$ cat config.mk
export PLATFORM = sky130hd
export DESIGN_NAME = irq_ack_seq
export DESIGN_NICKNAME = d
export VERILOG_FILES = /design/src/rtl/irq_ack_pkg.sv /design/src/rtl/irq_nmi_latch.sv /design/src/rtl/irq_prio_pick.sv /design/src/rtl/irq_ack_seq.sv
export SDC_FILE = /design/constraint.sdc
export NUM_CORES = 1
export LEC_CHECK = 0
export ABC_AREA = 1
export BUFFER_PORTS_ARGS = -buffer_cell sky130_fd_sc_hd__buf_2
export CAP_MARGIN = 10
export CORE_MARGIN = 1
export CORE_UTILIZATION = 45
export CTS_CLUSTER_DIAMETER = 100
export DETAILED_ROUTE_END_ITERATION = 6
export HOLD_SLACK_MARGIN = 0.08
export PLACE_DENSITY = 0.73
export SYNTH_ARGS = -nofsm -noshare
export SYNTH_HDL_FRONTEND = slang
export SYNTH_SLANG_ARGS = --single-unit
$ cat constraint.sdc
create_clock -name clk -period 1.9 [get_ports clk]
set_input_delay 0.095 -clock clk [delete_from_list [all_inputs] [get_ports clk]]
set_output_delay 0.095 -clock clk [all_outputs]
set_load 0.01 [all_outputs]
$ cat src/rtl/irq_ack_pkg.sv
package irq_ack_pkg;

    typedef enum logic [1:0] {
        SRC_NMI  = 2'd0,
        SRC_INT0 = 2'd1,
        SRC_INT1 = 2'd2,
        SRC_INT2 = 2'd3
    } irq_src_e;

    typedef enum logic [1:0] {
        ST_IDLE,
        ST_ACK_VEC,
        ST_ACK_SILENT,
        ST_DONE
    } ack_state_e;

    localparam int N_MASKABLE = 3;

endpackage

$ cat src/rtl/irq_nmi_latch.sv
module irq_nmi_latch (
    input  logic clk,
    input  logic rst_n,
    input  logic nmi_n,
    input  logic clr,
    output logic pend
);
    logic prev_q;
    logic fall;

    assign fall = prev_q & ~nmi_n;

    always_ff @(posedge clk) begin
        if (!rst_n) begin
            prev_q <= 1'b1;
            pend   <= 1'b0;
        end else begin
            prev_q <= nmi_n;
            if (fall)
                pend <= 1'b1;
            else if (clr)
                pend <= 1'b0;
        end
    end


    nmi_keep_chk: assert property (@(posedge clk) disable iff (!rst_n)
        (pend && !clr) |=> pend);


    nmi_capture_chk: assert property (@(posedge clk) disable iff (!rst_n)
        ($past(nmi_n) && !nmi_n) |=> pend);

endmodule

$ cat src/rtl/irq_prio_pick.sv
module irq_prio_pick
    import irq_ack_pkg::*;
(
    input  logic                  nmi_pend,
    input  logic                  ie,
    input  logic [N_MASKABLE-1:0] mreq,
    output logic                  vld,
    output irq_src_e              src
);
    always_comb begin
        vld = nmi_pend | (ie & (|mreq));
        src = SRC_NMI;
        if (!nmi_pend) begin
            for (int i = N_MASKABLE - 1; i >= 0; i--) begin
                if (ie && mreq[i])
                    src = irq_src_e'(i + 1);
            end
        end
    end
endmodule

$ cat src/rtl/irq_ack_seq.sv
module irq_ack_seq
    import irq_ack_pkg::*;
#(
    parameter int              ACK_CYC    = 3,
    parameter int              AW         = 16,
    parameter int              DW         = 8,
    parameter logic [AW-1:0]   NMI_TARGET = 16'h0066
) (
    input  logic          clk,
    input  logic          rst_n,
    input  logic          nmi_n,
    input  logic          int0_req,
    input  logic          int1_req,
    input  logic          int2_req,
    input  logic          ie_we,
    input  logic          ie_wd,
    input  logic          eoi,
    input  logic [DW-1:0] data_in,
    output logic          m1_n,
    output logic          iorq_n,
    output logic          mreq_n,
    output logic          rd_n,
    output logic          busy,
    output logic          ie_o,
    output logic          ie_save_o,
    output logic          done,
    output logic [1:0]    done_src,
    output logic [AW-1:0] done_addr
);
    localparam int CW = (ACK_CYC > 1) ? $clog2(ACK_CYC) : 1;
    localparam logic [CW-1:0] LAST_CNT = CW'(ACK_CYC - 1);

    ack_state_e state_q, state_d;
    logic [CW-1:0] cnt_q;
    irq_src_e      src_q;
    logic [DW-1:0] vec_q;
    logic          ie_q, save_q;

    logic          nmi_pend;
    logic          pick_vld;
    irq_src_e      pick_src;
    logic          start;
    logic          last;
    logic          in_ack;

    irq_nmi_latch u_nmi (
        .clk   (clk),
        .rst_n (rst_n),
        .nmi_n (nmi_n),
        .clr   (start && (pick_src == SRC_NMI)),
        .pend  (nmi_pend)
    );

    irq_prio_pick u_pick (
        .nmi_pend (nmi_pend),
        .ie       (ie_q),
        .mreq     ({int2_req, int1_req, int0_req}),
        .vld      (pick_vld),
        .src      (pick_src)
    );

    assign start  = (state_q == ST_IDLE) && eoi && pick_vld;
    assign in_ack = (state_q == ST_ACK_VEC) || (state_q == ST_ACK_SILENT);
    assign last   = in_ack && (cnt_q == LAST_CNT);

    // next-state logic
    always_comb begin
        state_d = state_q;
        unique case (state_q)
            ST_IDLE:       if (start) state_d = (pick_src == SRC_INT0) ? ST_ACK_VEC : ST_ACK_SILENT;
            ST_ACK_VEC:    if (last)  state_d = ST_DONE;
            ST_ACK_SILENT: if (last)  state_d = ST_DONE;
            ST_DONE:                  state_d = ST_IDLE;
        endcase
    end

    // state register
    always_ff @(posedge clk) begin
        if (!rst_n) state_q <= ST_IDLE;
        else        state_q <= state_d;
    end

    // datapath registers
    always_ff @(posedge clk) begin
        if (!rst_n) begin
            cnt_q  <= '0;
            src_q  <= SRC_NMI;
            vec_q  <= '0;
            ie_q   <= 1'b0;
            save_q <= 1'b0;
        end else begin
            if (start)
                cnt_q <= '0;
            else if (in_ack)
                cnt_q <= cnt_q + 1'b1;
            if (start) begin
                src_q <= pick_src;
                ie_q  <= 1'b0;
                if (pick_src == SRC_NMI)
                    save_q <= ie_q;
            end else if (ie_we) begin
                ie_q <= ie_wd;
            end
            if ((state_q == ST_ACK_VEC) && last)
                vec_q <= data_in;
        end
    end

    // outputs
    always_comb begin
        m1_n      = 1'b1;
        iorq_n    = 1'b1;
        busy      = 1'b0;
        done      = 1'b0;
        done_addr = '0;
        unique case (state_q)
            ST_IDLE: ;
            ST_ACK_VEC: begin
                m1_n   = 1'b0;
                iorq_n = 1'b0;
                busy   = 1'b1;
            end
            ST_ACK_SILENT: busy = 1'b1;
            ST_DONE: begin
                done = 1'b1;
                if (src_q == SRC_NMI)
                    done_addr = NMI_TARGET;
                else if (src_q == SRC_INT0)
                    done_addr = AW'(vec_q);
            end
        endcase
    end

    assign mreq_n    = 1'b1;
    assign rd_n      = 1'b1;
    assign done_src  = src_q;
    assign ie_o      = ie_q;
    assign ie_save_o = save_q;


    strobe_start_chk: assert property (@(posedge clk) disable iff (!rst_n)
        $fell(m1_n) |-> $past(eoi));


    done_pulse_chk: assert property (@(posedge clk) disable iff (!rst_n)
        done |=> !done);


    ie_clear_chk: assert property (@(posedge clk) disable iff (!rst_n)
        start |=> !ie_o);


    masked_idle_chk: assert property (@(posedge clk) disable iff (!rst_n)
        (state_q == ST_IDLE && eoi && !ie_q && !nmi_pend) |=> (state_q == ST_IDLE));


    busy_ignore_chk: assert property (@(posedge clk) disable iff (!rst_n)
        (busy && eoi) |=> (state_q != ST_IDLE));

endmodule

==> results.sh <==
export IMPL_crit_end="state_q[0]"
export IMPL_synth_avg_cell_area_sq_um=6.94
export IMPL_worst_slack_ps=363
export IMPL_yosysWarnings=0
export IMPL_dp_slack_ps=436
export IMPL_place_area_sq_mm=0.00108
export IMPL_antenna_cells=0
export IMPL_finalNetCount=200
export IMPL_io_pins=43
export IMPL_clock_root_buffer="clkbuf_4"
export IMPL_grt_usage=0.186
export IMPL_coreArea_sq_mm=0.00196
export IMPL_syn_inst=136
export IMPL_hold_start="ie_we"
export IMPL_path_clk_slew_ps=100
export IMPL_portBuffers=32
export IMPL_first_global_vias=766
export IMPL_wire_per_inst_um=9.31
export IMPL_ctsResizeCount=0
export IMPL_fill_cells=205
export IMPL_synth_area_top_cells="dfxtp_1 38%, nor2_1 13%, buf_4 8.8%"
export IMPL_drv_cap=0
export IMPL_path_depth=6
export IMPL_synth_top_area_cell="dfxtp_1"
export IMPL_yosysTopAreaCellShare=0.382
export IMPL_grt_max_degree=15
export IMPL_dp_cells=191
export IMPL_rows=16
export IMPL_fp_dieH_um=47.8
export IMPL_cp_slowest_cell="dfxtp_1"
export IMPL_arrival_ps=1730
export IMPL_power_switching_mw=0.475
export IMPL_final_area_sq_mm=0.00120
export IMPL_clkPwrFrac=0.154
export IMPL_globalRouteOverflowTotal=0
export IMPL_yosysSeqAreaShare=0.382
export IMPL_cts_tree="yes"
export IMPL_fin_setup_tns_ps=0
export IMPL_intPower_mw=0.724
export IMPL_cts_max_level=1
export IMPL_drive_gt1_frac=0.226
export IMPL_r2r_start="state_q[0]"
export IMPL_synth_flop_cell="dfxtp_1"
export IMPL_seq_power_share=0.396
export IMPL_crit_chain="inv_1 > ha_1 > inv_1 > or2_2 > a21oi_1 > nor2_1"
export IMPL_postCtsHoldBufs=9
export IMPL_final_cells=204
export IMPL_period_needed_ps=1540
export IMPL_cp_end_kind="register"
export IMPL_crit_top_cell="inv_1"
export IMPL_grt_setup_unrepaired="false"
export IMPL_gp_congestion=0.789
export IMPL_ys_async_sr_fraction=0
export IMPL_min_path_type="in -> reg"
export IMPL_leakage_nw=0.602
export IMPL_syn_area_sq_um=943
export IMPL_clock_sinks=18
export IMPL_synth_seq_cells=18
export IMPL_power_mw=1.20
export IMPL_power_density_mw_per_mm2=997
export IMPL_viasPerCell=4.50
export IMPL_ff2ff_setup_slack_ps=360
export IMPL_synth_common_cells="32 x nor2_1, 18 x dfxtp_1, 17 x nand2_1"
export IMPL_critPathTopFamily="flip-flops"
export IMPL_hold_violations=0
export IMPL_clock_skew_ps=9.98
export IMPL_setup_worst_path_start="state_q[0]"
export IMPL_syn_to_final_growth_pct=27.5
export IMPL_drt_wl_total_mm=1.90
export IMPL_min_period_over_period=0.809
export IMPL_startpoint_type="register"
export IMPL_ir_worst_vdd_v=0.000757
export IMPL_cp_slowest_stage_delay_ps=400
export IMPL_dp_hpwl_mm=1.40
export IMPL_yosysUniqueCellTypes=19
export IMPL_final_util=0.613
export IMPL_power_frac_comb=0.450
export IMPL_cts_buffers=3
export IMPL_clock_latency_ps=290
export IMPL_drt_initial_drc_count=18
export IMPL_vias=919
export IMPL_dieArea_sq_mm=0.00228
export IMPL_yosysMostFrequentCell="nor2_1"
export IMPL_crit_type="reg -> reg"
export IMPL_route_detailed_drc=0
export IMPL_synth_edf_count=0
export IMPL_drv_slew=0
export IMPL_crit_required_ps=2090
export IMPL_dieWidth_um=47.8
export IMPL_dr_pass1_iters=4
export IMPL_timing_hold_ws_ps=76.5
export IMPL_cts_buffer_depth=2
export IMPL_drtAntennaViolNets=0
export IMPL_r2r_cells=6
export IMPL_fmax_mhz=650
export IMPL_postCtsSetupRepairBufs=0
export IMPL_p_sw_frac=0.396
export IMPL_start_util=0.481
export IMPL_reg2reg_to="state_q[0]"
export IMPL_grt_first_pass_wirelength_mm=2.90
export IMPL_crit_buf_inv=2
export IMPL_setup_viol=0
export IMPL_crit_fanout=5
export IMPL_antenna_found_initial=0
export IMPL_status="finished clean"
==> registers in the layout, indices dropped and copies added, names as in the netlist <==
register / count
cnt_q: 2
ie_o: 1
u_nmi.pend: 1
ie_save_o: 1
state_q: 2
done_src: 2
vec_q: 8
u_nmi.prev_q: 1
==> cell families (layout without fill, tap and decap cells) <==
| logic type | count (synthesis) | after routing | synth area share |
|---|---|---|---|
| buffers and inverters | 28 | 61 | 0.156 |
| muxes | 1 | 1 | 0.0106 |
| and+or+nand+nor | 60 | 60 | 0.263 |
| other | 2 | 10 | 0.00796 |
| adders and majority gates | 4 | 4 | 0.0531 |
| DFF | 18 | 18 | 0.382 |
| AOI/OAI and AO/OA | 23 | 23 | 0.127 |
==> worst register-to-register path, delay by kind of cell (launching register included) <==
family	cells	cell delay, ps
AO/OA/AOI/OAI	1	190
flip-flops	1	400
adder cells (fa/ha/maj)	1	320
AND/OR/NAND/NOR	2	380
buffers and inverters	2	150
==> worst min path at each step <==
stage	slack, ps	depth (start not counted)	to
3_3_place_gp	300	2	u_nmi.prev_q
3_5_place_dp	310	2	u_nmi.prev_q
5_1_grt	90	3	ie_o
2_1_floorplan	220	1	u_nmi.prev_q
6_report	80	3	ie_o
4_1_cts	80	3	vec_q[6]
==> power groups by stage <==
stage	logic [mW]	clock network, mW	registers, mW
finish	0.539	0.185	0.475
global route	0.625	0.203	0.481
floorplan	0.401	0	0.479
detailed placement	0.511	0	0.484
global placement	0.498	0	0.478
CTS	0.540	0.185	0.476
==> area by class of cell <==
cell class,count,area [sq um],share of cell area
Sequential cell,18,360,0.300
Inverter,16,60.1,0.0499
Tap cell,27,33.8,0.0281
Multi-Input combinational cell,98,465,0.387
Timing Repair Buffer,42,260,0.216
Clock buffer,3,22.5,0.0187
==> cell usage in the layout (no fill, tap or decap), types with 3 or more instances in the layout <==
| master | n |
|---|---|
| or2_2 | 3 |
| clkbuf_4 | 3 |
| o21ai_0 | 10 |
| nor2_1 | 32 |
| inv_1 | 15 |
| a21oi_1 | 10 |
| conb_1 | 10 |
| ha_1 | 4 |
| nand2_1 | 17 |
| nand3_1 | 5 |
| dfxtp_1 | 18 |
| dlygate4sd3_1 | 10 |
| buf_2 | 32 |
==> routing by layer <==
| layer | GRT usage | share of wire | vias up |
|---|---|---|---|
| met5 | 0 | 0 | - |
| met4 | 0.0833 | 0.016 | 0 |
| met3 | 0.0453 | 0.062 | 5 |
| met2 | 0.357 | 0.48 | 38 |
| met1 | 0.187 | 0.44 | 389 |
| li1 | - | - | 487 |
Note: power is estimated with default switching activity, not from simulation.
